<file path="src/rtl/uart_irq_pkg.sv">
package uart_irq_pkg;
  typedef enum logic [2:0] {
    ID_NONE = 3'b000,
    ID_TX   = 3'b001,
    ID_RX   = 3'b010,
    ID_LS   = 3'b011
  } irq_id_e;

  // source vector positions, highest priority at the top
  localparam int SRC_TX = 0;
  localparam int SRC_RX = 1;
  localparam int SRC_LS = 2;
  localparam int N_SRC  = 3;
endpackage

</file>
<file path="src/rtl/irq_sticky.sv">
// Pending flag: set has priority over clear
module irq_sticky (
  input  logic clk,
  input  logic rst,
  input  logic set_i,
  input  logic clr_i,
  output logic pend_o
);
  always_ff @(posedge clk) begin
    if (rst)        pend_o <= 1'b0;
    else if (set_i) pend_o <= 1'b1;
    else if (clr_i) pend_o <= 1'b0;
  end
endmodule

</file>
<file path="src/rtl/irq_rx_level.sv">
// Receive threshold selection and compare
module irq_rx_level #(
  parameter int LVL_W = 7,
  parameter int TRIG0 = 1,
  parameter int TRIG1 = 16,
  parameter int TRIG2 = 32,
  parameter int TRIG3 = 56
) (
  input  logic             clk,
  input  logic             rst,
  input  logic             trig_wr,
  input  logic [1:0]       trig_wdata,
  input  logic [LVL_W-1:0] rx_level,
  output logic             rx_hit
);
  localparam int N_TRIG = 4;
  localparam int TRIG_TAB [N_TRIG] = '{TRIG0, TRIG1, TRIG2, TRIG3};

  logic [1:0]       code_q;
  logic [LVL_W-1:0] lvl_tab [N_TRIG];

  for (genvar gi = 0; gi < N_TRIG; gi++) begin : g_tab
    assign lvl_tab[gi] = LVL_W'(TRIG_TAB[gi]);
  end

  always_ff @(posedge clk) begin
    if (rst)          code_q <= 2'b00;
    else if (trig_wr) code_q <= trig_wdata;
  end

  assign rx_hit = (rx_level >= lvl_tab[code_q]);
endmodule

</file>
<file path="src/rtl/irq_prio_enc.sv">
// Fixed-priority encoder with registered outputs
module irq_prio_enc
  import uart_irq_pkg::*;
(
  input  logic             clk,
  input  logic             rst,
  input  logic [N_SRC-1:0] src_act,
  output logic             irq,
  output logic [3:0]       iir
);
  irq_id_e id_d;

  always_comb begin
    if (src_act[SRC_LS])      id_d = ID_LS;
    else if (src_act[SRC_RX]) id_d = ID_RX;
    else if (src_act[SRC_TX]) id_d = ID_TX;
    else                      id_d = ID_NONE;
  end

  always_ff @(posedge clk) begin
    if (rst) begin
      irq <= 1'b0;
      iir <= 4'b0001;
    end else begin
      irq <= |src_act;
      iir <= {id_d, ~(|src_act)};
    end
  end
endmodule

</file>
<file path="src/rtl/uart_irq_ctrl.sv">
module uart_irq_ctrl
  import uart_irq_pkg::*;
#(
  parameter int FIFO_DEPTH = 64,
  parameter int ERR_W      = 4,
  parameter int TRIG0      = 1,
  parameter int TRIG1      = 16,
  parameter int TRIG2      = 32,
  parameter int TRIG3      = 56,
  parameter int LVL_W      = $clog2(FIFO_DEPTH + 1)
) (
  input  logic             clk,
  input  logic             rst,
  input  logic             ien_wr,
  input  logic [2:0]       ien_wdata,
  input  logic             trig_wr,
  input  logic [1:0]       trig_wdata,
  input  logic             lsr_rd,
  input  logic             iir_rd,
  input  logic             thr_wr,
  input  logic [LVL_W-1:0] rx_level,
  input  logic [ERR_W-1:0] line_err,
  input  logic             tx_empty_evt,
  output logic             irq,
  output logic [3:0]       iir
);
  localparam logic [3:0] IIR_TX = {ID_TX, 1'b0};

  logic [N_SRC-1:0] ie_q;
  logic [N_SRC-1:0] src_act;
  logic             ls_pend;
  logic             tx_pend;
  logic             rx_hit;
  logic             tx_clr;

  // enable mask: bit0 rx, bit1 tx, bit2 line status
  always_ff @(posedge clk) begin
    if (rst)         ie_q <= '0;
    else if (ien_wr) ie_q <= {ien_wdata[2], ien_wdata[0], ien_wdata[1]};
  end

  irq_sticky u_ls (
    .clk    (clk),
    .rst    (rst),
    .set_i  (|line_err),
    .clr_i  (lsr_rd),
    .pend_o (ls_pend)
  );

  // transmitter clears on FIFO write or on a read that reports it
  assign tx_clr = thr_wr | (iir_rd && (iir == IIR_TX));

  irq_sticky u_tx (
    .clk    (clk),
    .rst    (rst),
    .set_i  (tx_empty_evt),
    .clr_i  (tx_clr),
    .pend_o (tx_pend)
  );

  irq_rx_level #(
    .LVL_W (LVL_W),
    .TRIG0 (TRIG0),
    .TRIG1 (TRIG1),
    .TRIG2 (TRIG2),
    .TRIG3 (TRIG3)
  ) u_rx (
    .clk        (clk),
    .rst        (rst),
    .trig_wr    (trig_wr),
    .trig_wdata (trig_wdata),
    .rx_level   (rx_level),
    .rx_hit     (rx_hit)
  );

  assign src_act[SRC_LS] = ls_pend & ie_q[SRC_LS];
  assign src_act[SRC_RX] = rx_hit  & ie_q[SRC_RX];
  assign src_act[SRC_TX] = tx_pend & ie_q[SRC_TX];

  irq_prio_enc u_enc (
    .clk     (clk),
    .rst     (rst),
    .src_act (src_act),
    .irq     (irq),
    .iir     (iir)
  );
endmodule

</file>
<file path="config.mk">
export PLATFORM = sky130hd
export DESIGN_NAME = uart_irq_ctrl
export DESIGN_NICKNAME = d
export VERILOG_FILES = /design/src/rtl/uart_irq_pkg.sv /design/src/rtl/irq_sticky.sv /design/src/rtl/irq_rx_level.sv /design/src/rtl/irq_prio_enc.sv /design/src/rtl/uart_irq_ctrl.sv
export SDC_FILE = /design/constraint.sdc
export NUM_CORES = 1
export LEC_CHECK = 0
export BUFFER_PORTS_ARGS = -buffer_cell sky130_fd_sc_hd__buf_2
export CELL_PAD_IN_SITES_DETAIL_PLACEMENT = 2
export CELL_PAD_IN_SITES_GLOBAL_PLACEMENT = 2
export CORE_MARGIN = 2
export CORE_UTILIZATION = 21
export CTS_CLUSTER_SIZE = 8
export DETAILED_ROUTE_END_ITERATION = 16
export PLACE_DENSITY = 0.82
export SLEW_MARGIN = 0
export SYNTH_ARGS = -nofsm -noshare
export SYNTH_HDL_FRONTEND = slang
export SYNTH_SLANG_ARGS = --single-unit
</file>
<file path="constraint.sdc">
create_clock -name clk -period 1.5 [get_ports clk]
set_clock_uncertainty 0.2 [all_clocks]
set_input_delay 0.3 -clock clk [delete_from_list [all_inputs] [get_ports clk]]
set_output_delay 0.3 -clock clk [all_outputs]
set_load 0.01 [all_outputs]
</file>
==> metrics.md, run 1 <==
| Metric | Value |
|---|---|
| Status | `finished, violations left` |
| Failing checks | `setup timing` |
| Number of DRC markers in iteration 0 | `4` |
| Fin nets | `125` |
| Vias in the first global route | `642` |
| Layout cell share with drive strength beyond 1 | `54.2%` |
| FILL cells | `302` |
| CTS clk-pin slew, worst paths | `0.08 ns` |
| Final WL | `1810 µm` |
| Synth-to-Final Area Change | `56.7%` |
| Syn avg cell area | `9.28 µm²` |
| CTS tree | `built` |
| # port buffers | `27` |
| Pre-antenna DRT Iters | `2` |
| Die H | `56.4 µm` |
| Final setup fails | `4` |
| Placer Congestion | `0.753` |
| Critical Path RT | `1.47 ns` |
| CP max FO | `3` |
| Crit path largest cell delay | `0.35 ns` |
| Crit path capture type | `register` |
| Final Cell Area | `902 µm²` |
| Post-Syn Area | `576 µm²` |
| Yosys cell types | `27` |
| Final period util | `108%` |
| Max Root-Sink Buffers | `2` |
| CTS Buf Count | `3` |
| Via count | `601` |
| Routed len/inst | `14.3 µm` |
| Final Critical Period | `1.61 ns` |
| CP max stage cell | `dfxtp_2` |
| PwrDens | `800 mW/mm²` |
| Mapped Cells | `62` |
| Buf/Inv on CP | `1` |
| Grt ovf | `0` |
| Clock Latency Late Sink | `0.28 ns` |
| Ys Warns | `0` |
| RSZ-0062 raised after global routing | `true` |
| DRT antenna net count | `0` |
| Worst reg-to-reg path cell count | `6` |
| Place WS | `-0.191 ns` |
| Fmax | `620 MHz` |
| Worst path cell trace | `nor2_4, ha_4, nor4b_4, buf_4, nor3b_4, o21a_1` |
| H-tree depth | `1` |
| Core Area | `0.00254 mm²` |
| Post-synthesis sequential area ratio | `38.3%` |
| DP Wirelength | `1380 µm` |
| Largest net degree at the start of global routing | `11` |
| Largest delay share family, worst path | `simple AND/OR/NAND/NOR gates` |
| Hold/Removal Path Class | `in -> reg` |
| GRT Total Usage | `12.7%` |
| Max-cap violations | `0` |
| Yosys reg bits | `11` |
| Syn nets | `90` |
| Final worst setup slack | `-0.114 ns` |
| Die area | `0.00318 mm²` |
| Peak supply drop | `415 µV` |
| Rows | `18` |
| Final core utilization | `35.4%` |
| Final TNS setup | `-0.292 ns` |
| Area post-placement | `769 µm²` |
| Worst setup path category | `reg -> reg` |
| Worst setup SP type | `register` |
| Fin. max-slew vios | `0` |
| Worst hold stages | `3` |
| IO Count | `29` |
| Initial antenna violation count | `0` |
| First-pass GRT wire length | `3080 µm` |
| Residual DRC | `0` |
| Clk root buf | `clkbuf_4` |
| Clock sinks | `11` |
| Vias/cell | `4.77` |
| Die W | `56.4 µm` |
| Fin. Hold Viols | `0` |
| Initial Utilization | `22.6%` |
| Fin Hold WS | `0.0500 ns` |
| Leakage power | `0.391 nW` |
| Crit path DAT | `1.59 ns` |
| WP depth | `6` |
| Antenna Cells | `0` |
-- per-stage QoR --
stage | std cells | power, W
3_3_place_gp | 121 | 0.000463
5_1_grt | 126 | 0.000775
6_report | 126 | 0.000722
2_1_floorplan | 62 | 0.000403
3_5_place_dp | 121 | 0.000472
4_1_cts | 126 | 0.000722
-- final timing paths --
check | startpoint | to | slack (ns)
worst max-delay path | u_rx.code_q[1] | u_enc.irq | -0.11
worst min-delay path | tx_empty_evt | u_tx.pend_o | 0.05
worst max register to register | u_rx.code_q[1] | u_enc.irq | -0.11
worst min register to register | ie_q[0] | ie_q[0] | 0.32
-- layer usage --
metal / share of wire [%] / GRT usage (%) / wire [µm] / vias to the layer above
met5: 0 / 0 / 0 / -
met4: 0.94 / 4.08 / 17 / 0
met3: 6.3 / 4.84 / 113 / 4
met2: 52 / 22.7 / 943 / 21
met1: 41 / 13.8 / 732 / 289
li1: - / - / - / 287
-- state kept, by name, summed over array words and instances (netlist names) --
| register | flops |
|---|---|
| ie_q | 3 |
| u_enc.iir | 3 |
| u_enc.irq | 1 |
| u_tx.pend_o | 1 |
| u_rx.code_q | 2 |
| u_ls.pend_o | 1 |
-- logic make-up (layout without fill, tap and decap cells) --
logic type / count (synthesis) / after routing / synth area share (%)
flops: 11 / 11 / 38.3
simple gates: 22 / 22 / 22.8
other cells: 1 / 1 / 0.652
fa+ha+maj: 4 / 4 / 8.70
compound gates: 12 / 12 / 15.7
buf+inv: 7 / 41 / 5.22
mux: 5 / 5 / 8.70
-- cells in the mapped netlist --
library cell / number / area share [%]
dfxtp_1: 11 / 38
nor2_1: 8 / 5.2
inv_1: 5 / 3.3
mux2i_1: 5 / 8.7
ha_1: 4 / 8.7
nand2_1: 4 / 2.6
a21oi_1: 3 / 2.6
a22oi_1: 2 / 2.6
a311oi_1: 2 / 3.0
a2111oi_2: 1 / 2.6
a31oi_1: 1 / 1.1
and2_1: 1 / 1.1
buf_4: 1 / 1.3
clkbuf_1: 1 / 0.65
conb_1: 1 / 0.65
nand2b_1: 1 / 1.1
nand3_1: 1 / 0.87
nand4_1: 1 / 1.1
nand4bb_1: 1 / 2.0
nor2b_2: 1 / 1.5
nor3_1: 1 / 0.87
nor3b_1: 1 / 1.3
nor4_1: 1 / 1.1
nor4b_4: 1 / 4.1
o21a_1: 1 / 1.3
o21ai_0: 1 / 0.87
o31a_1: 1 / 1.5
-- placed cells by master (no fill, tap or decap), drive strengths merged --
| cell type | n |
|---|---|
| o31a | 1 |
| nor3b | 1 |
| conb | 1 |
| nor4b | 1 |
| a2111oi | 1 |
| a311oi | 2 |
| nor2 | 8 |
| nand3 | 1 |
| nor3 | 1 |
| nand4bb | 1 |
| clkbuf | 4 |
| nor4 | 1 |
| a22oi | 2 |
| nand2b | 1 |
| o21a | 1 |
| buf | 32 |
| ha | 4 |
| a31oi | 1 |
| nor2b | 1 |
| nand2 | 4 |
| o21ai | 1 |
| mux2i | 5 |
| and2 | 1 |
| a21oi | 3 |
| nand4 | 1 |
| inv | 5 |
| dfxtp | 11 |
-- cell type report --
class                      instances  area, µm²  share of cell area [%]
clock buffer                       4       26.3                    2.91
tap                               30       37.5                    4.16
inverter                           5       18.8                    2.08
multi-input combinational         44        424                    47.0
timing repair buffer              32        173                    19.1
sequential                        11        223                    24.7
-- power by group --
| group | internal, W | switching, W |
|---|---|---|
| Clock | 0.000103 | 0.000113 |
| Sequential | 0.000310 | 0.0000144 |
| Combinational | 0.0000933 | 0.0000874 |
| Total | 0.000507 | 0.000215 |
-- timing repair --
item / in CTS / in global routing
gates resized for setup: 11 / 5
pin swaps: 4 / 0
setup buffers: 1 / 0
setup endpoints to repair: 4 / 4
hold buffers: 0 / 0
-- worst min-delay path, cell delays in order --
cell	delay [ns]
buf_2	0.08
a31oi_1	0.03
nor2_1	0.08
(Power assumes the default switching activity.)
==> run 2: changes to the inputs <==
--- a/config.mk
+++ b/config.mk
@@ -12,6 +12,7 @@
 export CORE_UTILIZATION = 21
 export CTS_CLUSTER_SIZE = 8
 export DETAILED_ROUTE_END_ITERATION = 16
+export MAX_ROUTING_LAYER = met4
 export PLACE_DENSITY = 0.82
 export SLEW_MARGIN = 0
 export SYNTH_ARGS = -nofsm -noshare
==> run 2 against run 1 <==
Effect of this change: the run still ends with setup timing left; utilization is the same; via count shrank 0.33%; routed wire length about the same; worst hold slack is essentially flat; sequential cell count unchanged; clock-buffer cell count stayed put; final cell count stayed put; clock power barely moved; first-iteration DRC count decreased by 25%; sequential power barely moved.
==> metrics.md, run 2 (synthesis gave the netlist of run 1 again) <==
| Metric | Value |
|---|---|
| Vias/cell | `4.75` |
| Peak supply drop | `415 µV` |
| Flop-to-flop setup slack | `-0.11 ns` |
| Reg-to-Reg Start | `u_rx.code_q[1]` |
| DRT antenna net count | `0` |
| Most frequent cells in the layout | `buf_2, dfxtp_1, nor2_1` |
| PwrDens | `800 mW/mm²` |
| Crit path capture type | `register` |
| CP max stage cell | `dfxtp_2` |
| Crit path DAT | `1.59 ns` |
| CTS clk-pin slew, worst paths | `0.08 ns` |
| Fin Hold WS | `0.0497 ns` |
| Final WL | `1810 µm` |
| Final TNS setup | `-0.292 ns` |
| Die area | `0.00318 mm²` |
| Final period util | `108%` |
| Die W | `56.4 µm` |
| Initial Utilization | `22.6%` |
| Failing checks | `setup timing` |
| Layout cell share with drive strength beyond 1 | `54.2%` |
| First-pass GRT wire length | `3080 µm` |
| Worst reg-to-reg path cell count | `6` |
| Antenna Cells | `0` |
| Top Registers | `ie_q x3, u_enc.iir x3, u_rx.code_q x2` |
| FILL cells | `302` |
| Worst setup path category | `reg -> reg` |
| Fin. max-slew vios | `0` |
| Area post-placement | `769 µm²` |
| Fin. Hold Viols | `0` |
| Final Cell Area | `902 µm²` |
| Number of DRC markers in iteration 0 | `3` |
| Fin nets | `125` |
| Crit path largest cell delay | `0.35 ns` |
| Largest net degree at the start of global routing | `11` |
| Vias in the first global route | `643` |
| Final worst setup slack | `-0.114 ns` |
| Via count | `599` |
| Fmax | `620 MHz` |
| Final core utilization | `35.4%` |
| RSZ-0062 raised after global routing | `true` |
| Worst path cell trace | `nor2_4, ha_4, nor4b_4, buf_4, nor3b_4, o21a_1` |
| Status | `finished, violations left` |
| Placer Congestion | `0.763` |
| CTS Buf Count | `3` |
| Pre-antenna DRT Iters | `2` |
| Final setup fails | `4` |
| Worst Hold Launch | `tx_empty_evt` |
| GRT Total Usage | `13.1%` |
| Rows | `18` |
| Max-cap violations | `0` |
| Commonest non-fill, non-tap cell in the layout | `buf_2` |
| Reg2reg end | `u_enc.irq` |
| Initial antenna violation count | `0` |
| CP Launch Point | `u_rx.code_q[1]` |
| Routed len/inst | `14.3 µm` |
| H-tree depth | `1` |
| Final Critical Period | `1.61 ns` |
| CTS tree | `built` |
| DP Wirelength | `1380 µm` |
| Worst setup SP type | `register` |
| Synth-to-Final Area Change | `56.7%` |
| Critical Path RT | `1.47 ns` |
| Clock Latency Late Sink | `0.28 ns` |
| Hold/Removal Path Class | `in -> reg` |
| Leakage power | `0.391 nW` |
| Residual DRC | `0` |
| Clk root buf | `clkbuf_4` |
| Clock sinks | `11` |
| CP max FO | `3` |
| Max Root-Sink Buffers | `2` |
| Grt ovf | `0` |
| Worst hold stages | `3` |
| # port buffers | `27` |
| Worst Hold End | `u_tx.pend_o` |
| Core Area | `0.00254 mm²` |
| IO Count | `29` |
| Die H | `56.4 µm` |
-- run 2: layer usage --
metal	track usage [%]	vias up	routed length [µm]
li1	-	287	-
met1	13.9	287	733
met2	22.7	21	945
met3	4.61	4	110
met4	4.08	0	17
met5	-	-	0
-- run 2: through the flow --
| step | setup WS (ns) | power [W] | instances |
|---|---|---|---|
| floorplan | -0.0537 | 0.000403 | 62 |
| global placement | -0.136 | 0.000463 | 121 |
| detailed placement | -0.191 | 0.000472 | 121 |
| CTS | -0.122 | 0.000722 | 126 |
| global route | -0.205 | 0.000775 | 126 |
| finish | -0.114 | 0.000722 | 126 |
-- run 2: timing repair --
item	in CTS	in global routing
endpoints found under the hold margin	0	0
buffers inserted	1	0
pin swaps	4	0
gates resized for setup	11	5
hold buffers	0	0
setup endpoints to repair	4	4
-- run 2: worst max path at each step --
| stage | cells after the start | to | slack (ns) |
|---|---|---|---|
| 2_1_floorplan | 5 | u_enc.iir[2] | -0.05 |
| 3_3_place_gp | 6 | u_enc.iir[2] | -0.14 |
| 3_5_place_dp | 6 | u_enc.iir[1] | -0.19 |
| 4_1_cts | 5 | u_enc.iir[1] | -0.12 |
| 5_1_grt | 5 | u_enc.iir[1] | -0.21 |
| 6_report | 6 | u_enc.irq | -0.11 |
-- run 2: worst max-delay path: cells and delay by family, from the launching register on --
family / cells / cell delay, ns
adder cells (fa/ha/maj): 1 / 0.21
AND/OR/NAND/NOR: 3 / 0.41
buffers and inverters: 1 / 0.17
AO/OA/AOI/OAI: 1 / 0.17
flip-flops: 1 / 0.35
-- run 2: cell type report --
class                   instances  area, µm²  share of cell area, %
well taps                      30       37.5                   4.16
flip-flops and latches         11        223                   24.7
repair buffers                 32        173                   19.1
inverters                       5       18.8                   2.08
multi-input cells              44        424                   47.0
clock buffers                   4       26.3                   2.91
-- run 2: report_power, final --
part           total (W)  leakage (nW)  internal (W)  switching, W
clock           0.000217        0.0150      0.000103      0.000114
combinational   0.000181         0.284     0.0000932     0.0000874
sequential      0.000325        0.0915      0.000310     0.0000144
==> run 3: changes to the inputs <==
--- a/config.mk
+++ b/config.mk
@@ -14,6 +14,7 @@
 export DETAILED_ROUTE_END_ITERATION = 16
 export MAX_ROUTING_LAYER = met4
 export PLACE_DENSITY = 0.82
+export REMOVE_ABC_BUFFERS = 1
 export SLEW_MARGIN = 0
 export SYNTH_ARGS = -nofsm -noshare
 export SYNTH_HDL_FRONTEND = slang
==> run 3 against run 2 <==
Effect of this change: the run still ends with setup timing left; routed wire length fell by 1.8%; final cell count did not move; sequential power barely moved; non-clock buffer count did not move; utilization fell by 1.8 points; global-route usage fell by 0.87 points; worst hold slack got worse by 0.00099 ns; sequential cell count did not move; die area did not move; first-iteration DRC count fell by 33%; total power fell by 2.2%; worst setup slack improved by 0.011 ns.
==> metrics.md, run 3 (synthesis gave the netlist of run 1 again) <==
| Metric | Value |
|---|---|
| First-pass GRT wire length | `2870 µm` |
| CP max FO | `4` |
| Tot Pwr | `0.000706 W` |
| CTS clk-pin slew, worst paths | `0.08 ns` |
| Final period util | `107%` |
| Final Critical Period | `1.60 ns` |
| Pre-antenna DRT Iters | `3` |
| Worst path cell trace | `inv_1, ha_4, nand3_1, a311oi_1, a2111oi_2` |
| Place WS | `-0.201 ns` |
| Via count | `596` |
| Multi-input logic area | `377 µm²` |
| Reg2reg end | `u_enc.iir[1]` |
| PwrDens | `824 mW/mm²` |
| RSZ-0062 raised after global routing | `true` |
| Initial antenna violation count | `0` |
| Fin. Hold Viols | `0` |
| Initial Utilization | `22.6%` |
| Crit path capture type | `register` |
| Status | `finished, violations left` |
| Rows | `18` |
| Worst setup path category | `reg -> reg` |
| H-tree depth | `1` |
| Final Cell Area | `857 µm²` |
| Crit path DAT | `1.56 ns` |
| Number of DRC markers in iteration 0 | `2` |
| Die W | `56.4 µm` |
| Failing checks | `setup timing` |
| Reg area | `225 µm²` |
| Placer Congestion | `0.766` |
| CP max stage cell | `dfxtp_2` |
| Grt ovf | `0` |
| DRT antenna net count | `0` |
| Hold/Removal Path Class | `in -> reg` |
| Commonest non-fill, non-tap cell in the layout | `buf_2` |
| Fin nets | `125` |
| Clk root buf | `clkbuf_4` |
| Worst Hold Launch | `tx_empty_evt` |
| Max Root-Sink Buffers | `2` |
| Critical Path RT | `1.46 ns` |
| Final worst setup slack | `-0.103 ns` |
| Most frequent cells in the layout | `buf_2, dfxtp_1, nor2_1` |
| Crit path largest cell delay | `0.37 ns` |
| Final WL | `1770 µm` |
| Hold Buf Count CTS | `0` |
| Die H | `56.4 µm` |
| IO Count | `29` |
| Antenna Cells | `0` |
| Leakage power | `0.385 nW` |
| Max-cap violations | `0` |
| Synth-to-Final Area Change | `48.9%` |
| # port buffers | `27` |
| Routed len/inst | `14.1 µm` |
| Residual DRC | `0` |
| CTS tree | `built` |
| Reg-to-Reg Start | `u_rx.code_q[1]` |
| Layout cell share with drive strength beyond 1 | `49.0%` |
| Top Registers | `ie_q x3, u_enc.iir x3, u_rx.code_q x2` |
| Fin. max-slew vios | `0` |
| CTS Buf Count | `3` |
| Peak supply drop | `513 µV` |
| Largest net degree at the start of global routing | `11` |
| Worst hold stages | `3` |
| Flop-to-flop setup slack | `-0.10 ns` |
| FILL cells | `298` |
| Vias/cell | `4.73` |
| Clock Latency Late Sink | `0.28 ns` |
| Clock sinks | `11` |
| Core Area | `0.00254 mm²` |
| GRT Total Usage | `12.2%` |
| Final core utilization | `33.7%` |
| Final setup fails | `3` |
| Vias in the first global route | `667` |
| Area post-placement | `767 µm²` |
| Worst reg-to-reg path cell count | `5` |
| Worst setup SP type | `register` |
| Fmax | `624 MHz` |
| DP Wirelength | `1440 µm` |
| Die area | `0.00318 mm²` |
| Worst Hold End | `u_tx.pend_o` |
## run 3: where the power goes
| group | switching, W | internal [W] | leakage [nW] |
|---|---|---|---|
| Sequential | 0.0000143 | 0.000309 | 0.0918 |
| Combinational | 0.0000788 | 0.0000839 | 0.278 |
| Clock | 0.000116 | 0.000103 | 0.0150 |
## run 3: what timing repair did
item | in CTS | in global routing
gates cloned | 0 | 0
pin swaps | 2 | 2
endpoints found under the setup margin | 4 | 4
buffers inserted | 1 | 0
gates resized for setup | 4 | 8
## run 3: worst max-delay path by stage
stage | slack (ns) | from | end | depth (start not counted)
floorplan | -0.08 | u_rx.code_q[1] | u_enc.iir[2] | 5
global placement | -0.14 | rx_level[0] | u_enc.iir[2] | 6
detailed placement | -0.20 | rx_level[0] | u_enc.iir[2] | 6
CTS | -0.18 | u_rx.code_q[0] | u_enc.iir[2] | 5
global route | -0.23 | u_rx.code_q[0] | u_enc.iir[1] | 5
finish | -0.10 | u_rx.code_q[1] | u_enc.iir[1] | 5
## run 3: layout make-up
type                            instances  share of cell area (%)
Clock buffer                            4                    3.07
Inverter                                5                    2.19
Multi-Input combinational cell         44                    43.9
Sequential cell                        11                    26.3
Tap cell                               30                    4.38
Timing Repair Buffer                   32                    20.1
## run 3: critical path, delay by kind of cell (launching register included)
| family | cells | cell delay [ns] |
|---|---|---|
| simple gates | 1 | 0.10 |
| flops | 1 | 0.37 |
| buf+inv | 1 | 0.08 |
| compound gates | 2 | 0.44 |
| fa+ha+maj | 1 | 0.29 |
## run 3: metrics by stage
step                cells  hold WS, ns  setup TNS (ns)
floorplan              60        0.169          -0.153
global placement      121        0.288          -0.420
detailed placement    121        0.308          -0.580
CTS                   126       0.0462          -0.558
global route          126       0.0478          -0.678
finish                126       0.0487          -0.253
## run 3: routing by layer
layer	GRT usage, %	wire length [µm]
met5	-	0
met2	21.5	952
met4	4.08	23
met3	5.07	122
met1	12.2	676
